$ cat src/rtl/sar_pkg.sv
`timescale 1ns/1ps
package sar_pkg;

   typedef enum logic [1:0] {
      ST_COARSE = 2'd0,
      ST_FINE   = 2'd1,
      ST_HOLD   = 2'd2,
      ST_TRIAL  = 2'd3
   } sar_state_e;

endpackage

$ cat src/rtl/sar_trial_engine.sv
`timescale 1ns/1ps
module sar_trial_engine #(
   parameter int NBITS      = 16,
   parameter int SETTLE_CYC = 1
) (
   input  logic             clk,
   input  logic             rst_n,
   input  logic             load,
   input  logic             run,
   input  logic             cmp_hi,
   output logic [NBITS-1:0] plate_code,
   output logic [NBITS-1:0] result,
   output logic             fin,
   output logic             fin_q
);
   localparam int SC_W = $clog2(SETTLE_CYC + 1);

   logic [NBITS-1:0] sar;
   logic [NBITS-1:0] trial;
   logic [SC_W-1:0]  scnt;
   logic             smp;

   assign smp    = run && (scnt == SC_W'(SETTLE_CYC));
   assign fin    = smp && trial[0];
   assign result = sar;

   always_ff @(posedge clk) begin
      if (!rst_n) begin
         sar   <= '0;
         trial <= '0;
         scnt  <= '0;
         fin_q <= 1'b0;
      end else begin
         fin_q <= fin;
         if (load) begin
            sar   <= '0;
            trial <= {1'b1, {(NBITS-1){1'b0}}};
            scnt  <= '0;
         end else if (run) begin
            if (smp) begin
               scnt  <= '0;
               sar   <= sar | (cmp_hi ? '0 : trial);
               trial <= trial >> 1;
            end else begin
               scnt <= scnt + 1'b1;
            end
         end
      end
   end

   generate
      for (genvar i = 0; i < NBITS; i++) begin : g_plate
         assign plate_code[i] = run & (sar[i] | trial[i]);
      end
   endgenerate


   plate_settle_chk: assert property (@(posedge clk) disable iff (!rst_n)
      (run && scnt != '0) |-> $stable(plate_code));


   drop_on_over_chk: assert property (@(posedge clk) disable iff (!rst_n)
      (smp && cmp_hi) |=> ((sar & $past(trial)) == '0));

endmodule

$ cat src/rtl/sar_out_coder.sv
`timescale 1ns/1ps
module sar_out_coder #(
   parameter int NBITS = 16
) (
   input  logic [NBITS-1:0] bin,
   input  logic             bipolar,
   input  logic             twos_sel,
   output logic [NBITS-1:0] word
);
   logic flip_msb;

   assign flip_msb = bipolar & twos_sel;

   generate
      for (genvar i = 0; i < NBITS; i++) begin : g_bit
         if (i == NBITS - 1) begin : g_msb
            assign word[i] = bin[i] ^ flip_msb;
         end else begin : g_low
            assign word[i] = bin[i];
         end
      end
   endgenerate

endmodule

$ cat src/rtl/sar_serializer.sv
`timescale 1ns/1ps
module sar_serializer #(
   parameter int NBITS = 16
) (
   input  logic             clk,
   input  logic             rst_n,
   input  logic             load,
   input  logic [NBITS-1:0] word,
   input  logic             chan_in,
   output logic             sdata,
   output logic             sclk,
   output logic             sdv,
   output logic             sd_chan
);
   localparam int BC_W = $clog2(NBITS + 1);

   logic [NBITS-1:0] shreg;
   logic [BC_W-1:0]  bcnt;
   logic             phase;
   logic             active;

   always_ff @(posedge clk) begin
      if (!rst_n) begin
         shreg   <= '0;
         bcnt    <= '0;
         phase   <= 1'b0;
         active  <= 1'b0;
         sd_chan <= 1'b0;
      end else if (load) begin
         shreg   <= word;
         bcnt    <= BC_W'(NBITS);
         phase   <= 1'b0;
         active  <= 1'b1;
         sd_chan <= chan_in;
      end else if (active) begin
         phase <= ~phase;
         if (phase) begin
            shreg <= shreg << 1;
            bcnt  <= bcnt - 1'b1;
            if (bcnt == BC_W'(1)) active <= 1'b0;
         end
      end
   end

   assign sdata = active & shreg[NBITS-1];
   assign sclk  = active & phase;
   assign sdv   = active;


   sdata_stable_chk: assert property (@(posedge clk) disable iff (!rst_n)
      (sdv && sclk) |-> $stable(sdata));


   frame_low_first_chk: assert property (@(posedge clk) disable iff (!rst_n)
      $rose(sdv) |-> !sclk);

endmodule

$ cat src/rtl/sar_conv_ctrl.sv
`timescale 1ns/1ps
module sar_conv_ctrl #(
   parameter int NBITS      = 16,
   parameter int SETTLE_CYC = 1,
   parameter int COARSE_CYC = 4
) (
   input  logic             clk,
   input  logic             rst_n,
   input  logic             start,
   input  logic             dual_mode,
   input  logic             bipolar,
   input  logic             twos_sel,
   input  logic             cmp_hi,
   output logic [NBITS-1:0] plate_ref,
   output logic             plate_ain,
   output logic             samp_closed,
   output logic             coarse,
   output logic             chan_sel,
   output logic             busy,
   output logic             done,
   output logic             sdata,
   output logic             sclk,
   output logic             sdv,
   output logic             sd_chan
);
   import sar_pkg::*;

   localparam int TC_W = $clog2(COARSE_CYC + 1);

   generate
      if (NBITS < 2) begin : g_bad_nbits
         $error("sar_conv_ctrl: NBITS must be at least 2");
      end
      if (SETTLE_CYC < 1) begin : g_bad_settle
         $error("sar_conv_ctrl: SETTLE_CYC must be at least 1 so a conversion outlasts a serial word");
      end
      if (COARSE_CYC < 1) begin : g_bad_coarse
         $error("sar_conv_ctrl: COARSE_CYC must be at least 1");
      end
   endgenerate

   sar_state_e       state;
   logic [TC_W-1:0]  tcnt;
   logic             conv_chan;
   logic             fin;
   logic             fin_q;
   logic [NBITS-1:0] result;
   logic [NBITS-1:0] coded;

   always_ff @(posedge clk) begin
      if (!rst_n) begin
         state     <= ST_COARSE;
         tcnt      <= '0;
         chan_sel  <= 1'b0;
         conv_chan <= 1'b0;
      end else begin
         unique case (state)
            ST_COARSE: begin
               if (tcnt == TC_W'(COARSE_CYC - 1)) begin
                  state <= ST_FINE;
                  tcnt  <= '0;
               end else begin
                  tcnt <= tcnt + 1'b1;
               end
            end
            ST_FINE:  if (start) state <= ST_HOLD;
            ST_HOLD:  state <= ST_TRIAL;
            ST_TRIAL: begin
               if (fin) begin
                  state     <= ST_COARSE;
                  tcnt      <= '0;
                  conv_chan <= chan_sel;
                  chan_sel  <= dual_mode ? ~chan_sel : 1'b0;
               end
            end
            default: state <= ST_COARSE;
         endcase
      end
   end

   assign samp_closed = (state == ST_COARSE) || (state == ST_FINE);
   assign plate_ain   = (state != ST_TRIAL);
   assign coarse      = (state == ST_COARSE);
   assign busy        = (state == ST_HOLD) || (state == ST_TRIAL);
   assign done        = fin_q;

   sar_trial_engine #(
      .NBITS      (NBITS),
      .SETTLE_CYC (SETTLE_CYC)
   ) u_engine (
      .clk        (clk),
      .rst_n      (rst_n),
      .load       (state == ST_HOLD),
      .run        (state == ST_TRIAL),
      .cmp_hi     (cmp_hi),
      .plate_code (plate_ref),
      .result     (result),
      .fin        (fin),
      .fin_q      (fin_q)
   );

   sar_out_coder #(
      .NBITS (NBITS)
   ) u_coder (
      .bin      (result),
      .bipolar  (bipolar),
      .twos_sel (twos_sel),
      .word     (coded)
   );

   sar_serializer #(
      .NBITS (NBITS)
   ) u_ser (
      .clk     (clk),
      .rst_n   (rst_n),
      .load    (fin_q),
      .word    (coded),
      .chan_in (conv_chan),
      .sdata   (sdata),
      .sclk    (sclk),
      .sdv     (sdv),
      .sd_chan (sd_chan)
   );


   hold_order_chk: assert property (@(posedge clk) disable iff (!rst_n)
      $fell(samp_closed) |-> (plate_ain && plate_ref == '0));


   done_track_chk: assert property (@(posedge clk) disable iff (!rst_n)
      done |-> (samp_closed && plate_ain && coarse));


   chan_hold_chk: assert property (@(posedge clk) disable iff (!rst_n)
      !samp_closed |-> $stable(chan_sel));


   no_coarse_busy_chk: assert property (@(posedge clk) disable iff (!rst_n)
      busy |-> (!coarse && !samp_closed));

endmodule

$ cat config.mk
export PLATFORM = sky130hd
export DESIGN_NAME = sar_conv_ctrl
export DESIGN_NICKNAME = d
export VERILOG_FILES = /design/src/rtl/sar_pkg.sv /design/src/rtl/sar_trial_engine.sv /design/src/rtl/sar_out_coder.sv /design/src/rtl/sar_serializer.sv /design/src/rtl/sar_conv_ctrl.sv
export SDC_FILE = /design/constraint.sdc
export NUM_CORES = 1
export LEC_CHECK = 0
export ABC_AREA = 1
export BUFFER_PORTS_ARGS = -buffer_cell sky130_fd_sc_hd__buf_2
export CAP_MARGIN = 20
export CORE_ASPECT_RATIO = 2
export CORE_MARGIN = 3
export CORE_UTILIZATION = 52
export DETAILED_ROUTE_END_ITERATION = 8
export PLACE_DENSITY_LB_ADDON = 0.12
export SYNTH_ARGS = -nofsm -noshare
export SYNTH_HDL_FRONTEND = slang
export SYNTH_HIERARCHICAL = 1
export SYNTH_SLANG_ARGS = --single-unit
$ cat constraint.sdc
create_clock -name clk -period 1.95 [get_ports clk]
set_input_delay 0.2925 -clock clk [delete_from_list [all_inputs] [get_ports clk]]
set_output_delay 0.2925 -clock clk [all_outputs]
set_load 0.03 [all_outputs]
==> impl_metrics.yaml <==
status:
  status: "finished, final reports clean"
power:
  p_leak_nw: 1.28
  total_power_mw: 3.07
  powerDensity_nw_per_um2: 934
  ir_drop_mv: 0.785
drt:
  ant_nets: 0
  first_pass_iters: 4
  wl_mm: 6.41
  viasPerCell: 5.31
  wire_per_inst_um: 13.2
  drc: 0
  drt_iter0_markers: 111
  vias: 2587
clocking:
  cts-buffers-inserted: 9
  cts_tree: "built"
  clk_latency_ps: 340
  ctsHtreeMaxLevel: 3
  cts.path.max_buffers: 2
  clkTransAtPathRegs_ps: 70
  cts.sinks: 65
  clk_root_buffer_cell: "clkbuf_8"
placed_design:
  globalplace.congestion: 0.804
  dp_hpwl_mm: 4.63
  placedCellCount: 470
  portBuffers: 32
sta:
  worst_pin_slew_ps: 529
  setup_viol_count_final: 0
  finalCritPeriodShare_pct: 96.6
  drv_slew: 0
  whs_ps: 194
  tns_ps: 0
  worst_slew_margin_rel_pct: 64.7
  fin_worst_skew_ps: 9.16
  timing.fmax_mhz: 531
  layout_min_cycle_time_ps: 1880
  hold_violations: 0
synth:
  ys_seq_elements: 65
  yosys.area.top_type_share_pct: 42.8
  synth.area.top_cells: "dfxtp_1, nand2_1, inv_1"
  syn_area_um2: 3040
  avgSynthCellArea_um2: 7.54
  yosys.cell_types.count: 30
  yosys_warnings: 6
  syn_inst: 403
  syn_nets: 417
  yosysTopAreaCell: "dfxtp_1"
  ys_seq_area_share_pct: 42.8
global_routing:
  grt_use_total_pct: 20.1
  grt_pass1_wl_mm: 10.7
  grt_max_degree: 21
  antenna_found_initial: 0
  grt_pass1_vias: 2342
  overflow: 0
die:
  initial_core_util_pct: 54.7
  die_h_um: 114
  core_area_um2: 5560
  ioPinCount: 33
  fp.dieW_um: 60.1
  rows: 38
  die_area_um2: 6860
setup_path:
  startpoint_type: "flip-flop"
  crit_path_max_fanout: 5
  cp-end-kind: "output port"
  cp_num_buf_inv: 2
  slowest_delay_ps: 430
  rrSetupSlack_ps: 290
  critPathKind: "reg -> out"
  path_cells: "inv_1 > ha_1 > or2_2 > buf_2"
  cpMaxStageDelayCell: "dfxtp_1"
  crit_family: "flip-flops"
  arrival_ps: 1590
  critPathRequiredTime_ps: 1660
min_path:
  min_path_type: "in -> reg"
final_layout:
  utilization_pct: 59.1
  antenna_cells: 0
  instances_no_fill: 487
  drive_gt1_share_pct: 19.7
  syn2layout_area_growth_pct: 8.15
  finalNetCount: 436
job:
  drv_cap: 0
stage by stage:
stage / worst slack, ps / cell area, µm²
final: 65.5 / 3290
after global routing: -37.7 / 3290
after CTS: 20.5 / 3270
after detailed placement: 325 / 3070
after global placement: 349 / 3070
after floorplan: 141 / 3040
sequential cells by signal, summed over array words and instances, names as in the netlist, 2 cells and up:
name	flops
u_engine/result	16
u_engine/trial	16
u_ser/shreg	16
u_ser/bcnt	5
tcnt	3
state	2
final timing paths:
check	startpoint	endpoint	depth (start not counted)
max	state[1]	samp_closed	4
min	dual_mode	chan_sel	3
max reg2reg	state[1]	state[1]	11
min reg2reg	chan_sel	chan_sel	2
layout by cell type (no fill, tap or decap), drive strengths merged:
cell and instances:
clkinvlp 1, clkbuf 13, clkinv 4, nand2 85, nor3 2, a211oi 1
or2 3, nand4 12, inv 54, nor2 44, dfxtp 65, a21oi 36
nand3 22, ha 7, o21ai 24, buf 39, a31oi 15
power by group:
part	leakage (nW)	internal (mW)	switching [mW]
logic	0.664	0.205	0.424
registers	0.525	1.38	0.0503
clock network	0.0932	0.525	0.487
cell families (layout without fill, tap and decap cells):
family                   Yosys count  in the layout  share of synthesized area, %
buffers and inverters             87            111                          15.4
flip-flops                        65             65                          42.8
AND/OR/NAND/NOR                  168            168                          24.3
adder cells (fa/ha/maj)            7              7                          2.88
AO/OA/AOI/OAI                     76             76                          14.6
layout make-up:
class	instances	area [µm²]
timing repair buffer	39	228
fill	549	2270
tap	60	75.1
clock buffer	13	159
clock inverter	3	15.0
sequential	65	1300
multi-input combinational	251	1280
inverter	56	226
cell usage after synthesis, drive strengths merged:
cell,instances
ha,7
nand4,12
a21oi,36
nor2,44
a211oi,1
nand3,22
buf,30
nand2,85
clkbuf,1
nor3,2
or2,3
o21ai,24
dfxtp,65
clkinv,1
inv,55
a31oi,15
worst min-delay path, delay by kind of cell:
| kind | cells | cell delay (ps) |
|---|---|---|
| compound gates | 1 | 50 |
| buf+inv | 1 | 90 |
| simple gates | 1 | 50 |
what timing repair did:
item,CTS,global route
hold endpoints to repair,0,0
setup buffers,1,0
endpoints found under the setup margin,3,12
gates resized for setup,2,4
hold buffers,0,0
routing by layer:
layer  vias to the layer above  part of all wire (%)  GRT usage [%]
li1                       1314                     -              -
met1                      1222                    40           23.2
met2                        38                    55           34.1
met3                        13                   3.5           3.16
met4                         0                   2.0           10.5
met5                         -                     0              0
Note: power is estimated with default switching activity, not from simulation.
